==> src/rtl/nfp_pkg.sv <==
package nfp_pkg;

  typedef enum logic [1:0] {
    PM_DYN      = 2'b00,
    PM_NEVER    = 2'b01,
    PM_ALWAYS   = 2'b10,
    PM_BACKWARD = 2'b11
  } pmode_e;

  localparam logic [1:0] CTR_RST = 2'b01;

  function automatic logic [1:0] ctr_up(input logic [1:0] c);
    return (c == 2'b11) ? c : c + 2'b01;
  endfunction

  function automatic logic [1:0] ctr_dn(input logic [1:0] c);
    return (c == 2'b00) ? c : c - 2'b01;
  endfunction

endpackage

==> src/rtl/nfp_rst_sync.sv <==
module nfp_rst_sync (
  input  logic clk,
  input  logic rst_n,
  output logic rst_sync_n
);
  logic [1:0] sync_q;
  logic [1:0] sync_d;

  always_comb sync_d = {sync_q[0], 1'b1};

  always_ff @(posedge clk or negedge rst_n) begin
    if (!rst_n) sync_q <= 2'b00;
    else        sync_q <= sync_d;
  end

  assign rst_sync_n = sync_q[1];
endmodule

==> src/rtl/nfp_table.sv <==
module nfp_table #(
  parameter int unsigned AW    = 32,
  parameter int unsigned IDX_W = 4,
  parameter int unsigned OFS   = 2
) (
  input  logic                      clk,
  input  logic                      rst_n,
  input  logic [IDX_W-1:0]          a_idx,
  output logic                      a_vld,
  output logic [AW-IDX_W-OFS-1:0]   a_tag,
  output logic [AW-1:0]             a_tgt,
  output logic [1:0]                a_ctr,
  input  logic [IDX_W-1:0]          b_idx,
  output logic                      b_vld,
  output logic [AW-IDX_W-OFS-1:0]   b_tag,
  output logic [AW-1:0]             b_tgt,
  output logic [1:0]                b_ctr,
  input  logic                      wr_en,
  input  logic [IDX_W-1:0]          wr_idx,
  input  logic [AW-IDX_W-OFS-1:0]   wr_tag,
  input  logic [AW-1:0]             wr_tgt,
  input  logic [1:0]                wr_ctr
);
  import nfp_pkg::*;

  localparam int unsigned ENTRIES = 1 << IDX_W;
  localparam int unsigned TAG_W   = AW - IDX_W - OFS;

  logic [ENTRIES-1:0] vld_q, vld_d;
  logic [1:0]         ctr_q [ENTRIES];
  logic [1:0]         ctr_d [ENTRIES];
  logic [TAG_W-1:0]   tag_q [ENTRIES];
  logic [AW-1:0]      tgt_q [ENTRIES];
  logic [ENTRIES-1:0] we;

  genvar e;
  generate
    for (e = 0; e < ENTRIES; e++) begin : g_we
      assign we[e] = wr_en && (wr_idx == IDX_W'(e));
    end
  endgenerate

  always_comb begin
    vld_d = vld_q;
    for (int i = 0; i < ENTRIES; i++) begin
      ctr_d[i] = ctr_q[i];
      if (we[i]) begin
        vld_d[i] = 1'b1;
        ctr_d[i] = wr_ctr;
      end
    end
  end

  always_ff @(posedge clk or negedge rst_n) begin
    if (!rst_n) begin
      vld_q <= '0;
      for (int i = 0; i < ENTRIES; i++) ctr_q[i] <= CTR_RST;
    end else begin
      vld_q <= vld_d;
      for (int i = 0; i < ENTRIES; i++) ctr_q[i] <= ctr_d[i];
    end
  end

  // payload storage needs no reset: the valid bit qualifies it
  always_ff @(posedge clk) begin
    for (int i = 0; i < ENTRIES; i++) begin
      if (we[i]) begin
        tag_q[i] <= wr_tag;
        tgt_q[i] <= wr_tgt;
      end
    end
  end

  // read ports see register contents, i.e. the state before this cycle's write
  assign a_vld = vld_q[a_idx];
  assign a_tag = tag_q[a_idx];
  assign a_tgt = tgt_q[a_idx];
  assign a_ctr = ctr_q[a_idx];
  assign b_vld = vld_q[b_idx];
  assign b_tag = tag_q[b_idx];
  assign b_tgt = tgt_q[b_idx];
  assign b_ctr = ctr_q[b_idx];
endmodule

==> src/rtl/nfp_dir.sv <==
module nfp_dir #(
  parameter int unsigned AW   = 32,
  parameter int unsigned ILEN = 4
) (
  input  nfp_pkg::pmode_e mode,
  input  logic            hit,
  input  logic [1:0]      ctr,
  input  logic [AW-1:0]   tgt,
  input  logic [AW-1:0]   pc,
  output logic            taken,
  output logic [AW-1:0]   next_pc
);
  import nfp_pkg::*;

  logic want;

  always_comb begin
    unique case (mode)
      PM_DYN:      want = ctr[1];
      PM_NEVER:    want = 1'b0;
      PM_ALWAYS:   want = 1'b1;
      PM_BACKWARD: want = (tgt < pc);
      default:     want = 1'b0;
    endcase
    taken   = hit && want;
    next_pc = taken ? tgt : pc + AW'(ILEN);
  end
endmodule

==> src/rtl/nfp_train.sv <==
module nfp_train #(
  parameter int unsigned AW    = 32,
  parameter int unsigned IDX_W = 4,
  parameter int unsigned OFS   = 2,
  parameter int unsigned ILEN  = 4
) (
  input  logic                    up_vld,
  input  logic [AW-1:0]           up_pc,
  input  logic                    up_taken,
  input  logic [AW-1:0]           up_tgt,
  input  logic [AW-1:0]           up_pred,
  input  logic                    rd_vld,
  input  logic [AW-IDX_W-OFS-1:0] rd_tag,
  input  logic [AW-1:0]           rd_tgt,
  input  logic [1:0]              rd_ctr,
  output logic [IDX_W-1:0]        idx,
  output logic                    wr_en,
  output logic [AW-IDX_W-OFS-1:0] wr_tag,
  output logic [AW-1:0]           wr_tgt,
  output logic [1:0]              wr_ctr,
  output logic                    mispred
);
  import nfp_pkg::*;

  logic          tag_hit;
  logic [AW-1:0] real_next;

  always_comb begin
    idx     = up_pc[OFS +: IDX_W];
    wr_tag  = up_pc[AW-1 : OFS+IDX_W];
    tag_hit = rd_vld && (rd_tag == wr_tag);
    wr_en   = up_vld && (up_taken || tag_hit);
    wr_tgt  = up_taken ? up_tgt : rd_tgt;
    if (tag_hit) wr_ctr = up_taken ? ctr_up(rd_ctr) : ctr_dn(rd_ctr);
    else         wr_ctr = ctr_up(CTR_RST);
    real_next = up_taken ? up_tgt : up_pc + AW'(ILEN);
    mispred   = up_vld && (up_pred != real_next);
  end
endmodule

==> src/rtl/nxt_fetch_pred.sv <==
module nxt_fetch_pred #(
  parameter int unsigned AW    = 32,
  parameter int unsigned IDX_W = 4,
  parameter int unsigned ILEN  = 4
) (
  input  logic          clk,
  input  logic          rst_n,
  input  logic [1:0]    mode_i,
  input  logic [AW-1:0] lk_pc_i,
  output logic          lk_hit_o,
  output logic          lk_taken_o,
  output logic [AW-1:0] lk_next_o,
  input  logic          up_vld_i,
  input  logic [AW-1:0] up_pc_i,
  input  logic          up_taken_i,
  input  logic [AW-1:0] up_tgt_i,
  input  logic [AW-1:0] up_pred_i,
  output logic          up_mispred_o
);
  import nfp_pkg::*;

  localparam int unsigned OFS   = $clog2(ILEN);
  localparam int unsigned TAG_W = AW - IDX_W - OFS;

  logic             rst_q_n;
  logic             a_vld, b_vld;
  logic [TAG_W-1:0] a_tag, b_tag, wr_tag;
  logic [AW-1:0]    a_tgt, b_tgt, wr_tgt;
  logic [1:0]       a_ctr, b_ctr, wr_ctr;
  logic [IDX_W-1:0] up_idx;
  logic             wr_en;
  pmode_e           mode;

  assign mode     = pmode_e'(mode_i);
  assign lk_hit_o = a_vld && (a_tag == lk_pc_i[AW-1 : OFS+IDX_W]);

  nfp_rst_sync u_rst (
    .clk        (clk),
    .rst_n      (rst_n),
    .rst_sync_n (rst_q_n)
  );

  nfp_table #(.AW(AW), .IDX_W(IDX_W), .OFS(OFS)) u_tab (
    .clk    (clk),
    .rst_n  (rst_q_n),
    .a_idx  (lk_pc_i[OFS +: IDX_W]),
    .a_vld  (a_vld),
    .a_tag  (a_tag),
    .a_tgt  (a_tgt),
    .a_ctr  (a_ctr),
    .b_idx  (up_idx),
    .b_vld  (b_vld),
    .b_tag  (b_tag),
    .b_tgt  (b_tgt),
    .b_ctr  (b_ctr),
    .wr_en  (wr_en),
    .wr_idx (up_idx),
    .wr_tag (wr_tag),
    .wr_tgt (wr_tgt),
    .wr_ctr (wr_ctr)
  );

  nfp_dir #(.AW(AW), .ILEN(ILEN)) u_dir (
    .mode    (mode),
    .hit     (lk_hit_o),
    .ctr     (a_ctr),
    .tgt     (a_tgt),
    .pc      (lk_pc_i),
    .taken   (lk_taken_o),
    .next_pc (lk_next_o)
  );

  nfp_train #(.AW(AW), .IDX_W(IDX_W), .OFS(OFS), .ILEN(ILEN)) u_trn (
    .up_vld   (up_vld_i),
    .up_pc    (up_pc_i),
    .up_taken (up_taken_i),
    .up_tgt   (up_tgt_i),
    .up_pred  (up_pred_i),
    .rd_vld   (b_vld),
    .rd_tag   (b_tag),
    .rd_tgt   (b_tgt),
    .rd_ctr   (b_ctr),
    .idx      (up_idx),
    .wr_en    (wr_en),
    .wr_tag   (wr_tag),
    .wr_tgt   (wr_tgt),
    .wr_ctr   (wr_ctr),
    .mispred  (up_mispred_o)
  );
endmodule

==> config.mk <==
export PLATFORM = sky130hd
export DESIGN_NAME = nxt_fetch_pred
export DESIGN_NICKNAME = d
export VERILOG_FILES = /design/src/rtl/nfp_pkg.sv /design/src/rtl/nfp_rst_sync.sv /design/src/rtl/nfp_table.sv /design/src/rtl/nfp_dir.sv /design/src/rtl/nfp_train.sv /design/src/rtl/nxt_fetch_pred.sv
export SDC_FILE = /design/constraint.sdc
export NUM_CORES = 2
export LEC_CHECK = 0
export BUFFER_PORTS_ARGS = -buffer_cell sky130_fd_sc_hd__buf_2
export CAP_MARGIN = 20
export CORE_MARGIN = 1.5
export CORE_UTILIZATION = 45
export DETAILED_ROUTE_END_ITERATION = 12
export GPL_TIMING_DRIVEN = 0
export PLACE_DENSITY_LB_ADDON = 0.05
export SLEW_MARGIN = 15
export SYNTH_ARGS = -nofsm -noshare
export SYNTH_HDL_FRONTEND = slang
export SYNTH_SLANG_ARGS = --single-unit
==> constraint.sdc <==
create_clock -name clk -period 5.7 [get_ports clk]
set_input_delay 0 -clock clk [delete_from_list [all_inputs] [get_ports clk]]
set_output_delay 0 -clock clk [all_outputs]
set_load 0.02 [all_outputs]
==> reports/qor.yml <==
status: "finished, final reports clean"
grt_pass1_wl_mm: 291
ys_seq_area_share_pct: 57.8
ant_nets: 0
die_y_um: 338
io_buffers: 159
core.rowCount: 122
area_growth_pct: 18.2
synth_xor_area_share_pct: 2.28
totalWireLength_mm: 218
path_cells: "buf_2 -> buf_12 -> buf_12 -> buf_16 -> clkbuf_8 -> buf_6 -> mux4_2 -> mux4_2 -> ha_1 -> nor2b_1 -> o21ai_0 -> o21ai_0 -> o311ai_2 -> and3_2 -> o311ai_1 -> buf_2 -> nor4_4 -> buf_12 -> buf_12 -> buf_6 -> mux2_1 -> buf_2"
maxCapViolCount: 0
period_share_pct: 99.5
relSlewSlack_pct: 19.5
ys.flop_type: "edfxtp_1"
synth-edff-count: 928
synth.largest_area_cell: "edfxtp_1"
dpl.cell_count: 4680
synth_seq_cells: 978
hp-class: "in2reg"
wl_per_cell_um: 44.0
drt_iter0_drc: 4872
cp.arrival_ps: 5670
die_area_mm2: 0.114
worst-endpoint-required_ps: 5700
critical-path-top-delay-family: "buffers and inverters"
clk_pin_slew_ps: 60
die_w_um: 338
path_max_fanout: 20
worstMarginPinSlew_ps: 1210
clk_latency_ps: 730
synth_fp_nets: 3116
critPathMostFrequentCell: "buf_12"
cp-end-kind: "output pin"
path_class: "in2out"
ys_types: 81
hold_viol_final: 0
start_util_pct: 45.5
drc: 0
postSynthAreaPerCell_um2: 17.1
finalWeightedCongestion: 1.04
ir_drop_mv: 0.285
via_count: 34412
grt.total_usage_pct: 38.5
maxSlewViolCount: 0
synth_mux_area_share_pct: 26.9
layout-drive-gt1-share_pct: 33.8
leakage_nw: 19.8
synthSimpleGateAreaFrac_pct: 4.61
core-area_mm2: 0.111
ys_async_sr_fraction_pct: 5.11
place_area_mm2: 0.0551
fin_area_mm2: 0.0596
grt-ovfl-total: 0
cts_buffers: 108
cp_slowest_cell: "mux4_2"
synthAdderAreaFrac_pct: 0.933
p_per_area_mw_per_mm2: 293
path_buf_inv: 11
synth_compound_area_share_pct: 4.76
clock-root-buffer: "clkbuf_16"
drtPass1Iterations: 6
fin_skew_ps: 36.3
synth.top_cell.area_share_pct: 55.3
clk_path_buf_depth: 3
nNetsFinal: 3534
synthTopCellsByArea: "edfxtp_1 (55%), mux4_2 (22%), mux2i_1 (3.3%)"
synth_top_family_by_area: "multiplexers"
dp_hpwl_mm: 162
max_freq_mhz: 176
setup.worst_path.start_class: "input port"
setup_violations: 0
grt_pass1_vias: 33643
cts_tree: "yes"
grt_max_degree: 29
vias_per_cell: 6.96
syn_inst: 2946
htree_levels: 3
fillers: 9034
max_stage_delay_ps: 560
final_cell_count_no_fill: 4947
ioPinCount: 169
antenna_found_initial: 15
cts.sinks: 978
synth_area_mm2: 0.0504
yosysWarnings: 0
min_period_ps: 5670
## per-layer routing
layer	global-route usage [%]	part of all wire, %	vias to the layer above
met5	0	0.042	-
met4	20.5	6.5	14
met3	8.24	9.9	535
met2	61.3	47	2427
met1	49.6	37	18290
li1	-	-	13146
## tightest hold or removal path: stages
cell and delay, ps:
buf_2 140, nand2_1 210, o21ai_0 310
## worst paths after layout
check / start / to / slack (ps) / depth (start not counted)
max in group asynchronous: u_rst.sync_q[1] / u_tab.ctr_q[0] / 4780 / 1
min: up_tgt_i[5] / u_tab.tgt_q[13][5] / 120 / 3
min reg2reg: u_rst.sync_q[1] / u_tab.vld_q[6] / 320 / 0
min in group asynchronous: rst_n / u_rst.sync_q[0] / 150 / 3
max reg2reg: u_tab.tag_q[0][5] / u_tab.tag_q[0][12] / 190 / 16
max: lk_pc_i[3] / lk_next_o[6] / 30 / 22
## per-stage QoR
stage	hold WS [ps]	util, %	worst slack [ps]	power, mW	setup TNS, ps
floorplan	-296	-	3.71	9.41	0
global placement	-215	47.9	-7340	10.4	-6657620
detailed placement	-212	49.7	-3040	10.4	-784990
CTS	35.2	53.7	9.93	17.5	0
global route	77.2	53.8	-44.3	17.8	-195
finish	124	53.8	26.9	17.5	0
## placed cells by master (no fill, tap or decap), types with 19 or more instances in the layout
| cell | count |
|---|---|
| edfxtp_1 | 928 |
| mux4_2 | 492 |
| buf_2 | 206 |
| mux2i_1 | 163 |
| nand2_1 | 144 |
| clkbuf_16 | 109 |
| xnor2_1 | 102 |
| clkbuf_1 | 83 |
| nor2_1 | 80 |
| inv_1 | 55 |
| nand3_1 | 55 |
| dlygate4sd3_1 | 55 |
| mux2_2 | 46 |
| o21ai_0 | 45 |
| buf_16 | 41 |
| buf_4 | 39 |
| buf_12 | 38 |
| nor3_1 | 36 |
| ha_1 | 36 |
| dfrtp_1 | 33 |
| buf_6 | 30 |
| o22ai_1 | 30 |
| nand4_1 | 29 |
| xor2_1 | 29 |
| clkinv_1 | 28 |
| o211ai_1 | 27 |
| a21oi_1 | 27 |
| mux2_1 | 27 |
| a22oi_1 | 24 |
| a21o_1 | 23 |
| clkinv_2 | 20 |
| nand3b_1 | 19 |
## cell type report
class	instances	area, um^2	area share (%)
sequential	978	29100	48.9
multi-input combinational	1693	20100	33.7
timing repair buffer	314	3390	5.69
clock buffer	130	2820	4.73
tap	1488	1860	3.12
buffer	207	1360	2.28
clock inverter	67	694	1.17
inverter	62	236	0.397
antenna	8	20.0	0.0336
## cell usage after synthesis, types with 29 or more instances
cell type    n
nor3_1      38
ha_1        36
mux2_2      46
o22ai_1     30
o21ai_0     48
clkbuf_1    89
nand2_1    144
buf_1       31
nand3_1     55
xor2_1      29
inv_1       56
xnor2_1    102
nor2_1      98
edfxtp_1   928
mux4_2     492
buf_4       29
mux2i_1    165
dfrtp_1     34
buf_2       42
nand4_1     29
## cells by family after synthesis
family / count (synthesis)
buf+inv: 275
compound gates: 323
mux: 732
flops: 978
fa+ha+maj: 38
simple gates: 468
other cells: 1
xor+xnor: 131
## state kept, by name, summed over array words and instances, names as in the netlist
signal and flops:
u_tab.tgt_q 512, u_tab.vld_q 16, u_rst.sync_q 2, u_tab.tag_q 416
u_tab.ctr_q 32
## report_power, final
| group | switching, mW | internal, mW | total (mW) |
|---|---|---|---|
| sequential | 0.0564 | 8.03 | 8.08 |
| combinational | 1.46 | 0.835 | 2.30 |
| clock | 3.01 | 4.06 | 7.07 |
## timing repair
action	in CTS	in global routing
buffers inserted	8	4
endpoints found under the setup margin	546	10
gates resized for setup	88	13
endpoints found under the hold margin	838	0
gates cloned	1	0
hold buffers	55	0
pin swaps	3	0
Power figures use the tool's default switching activity.
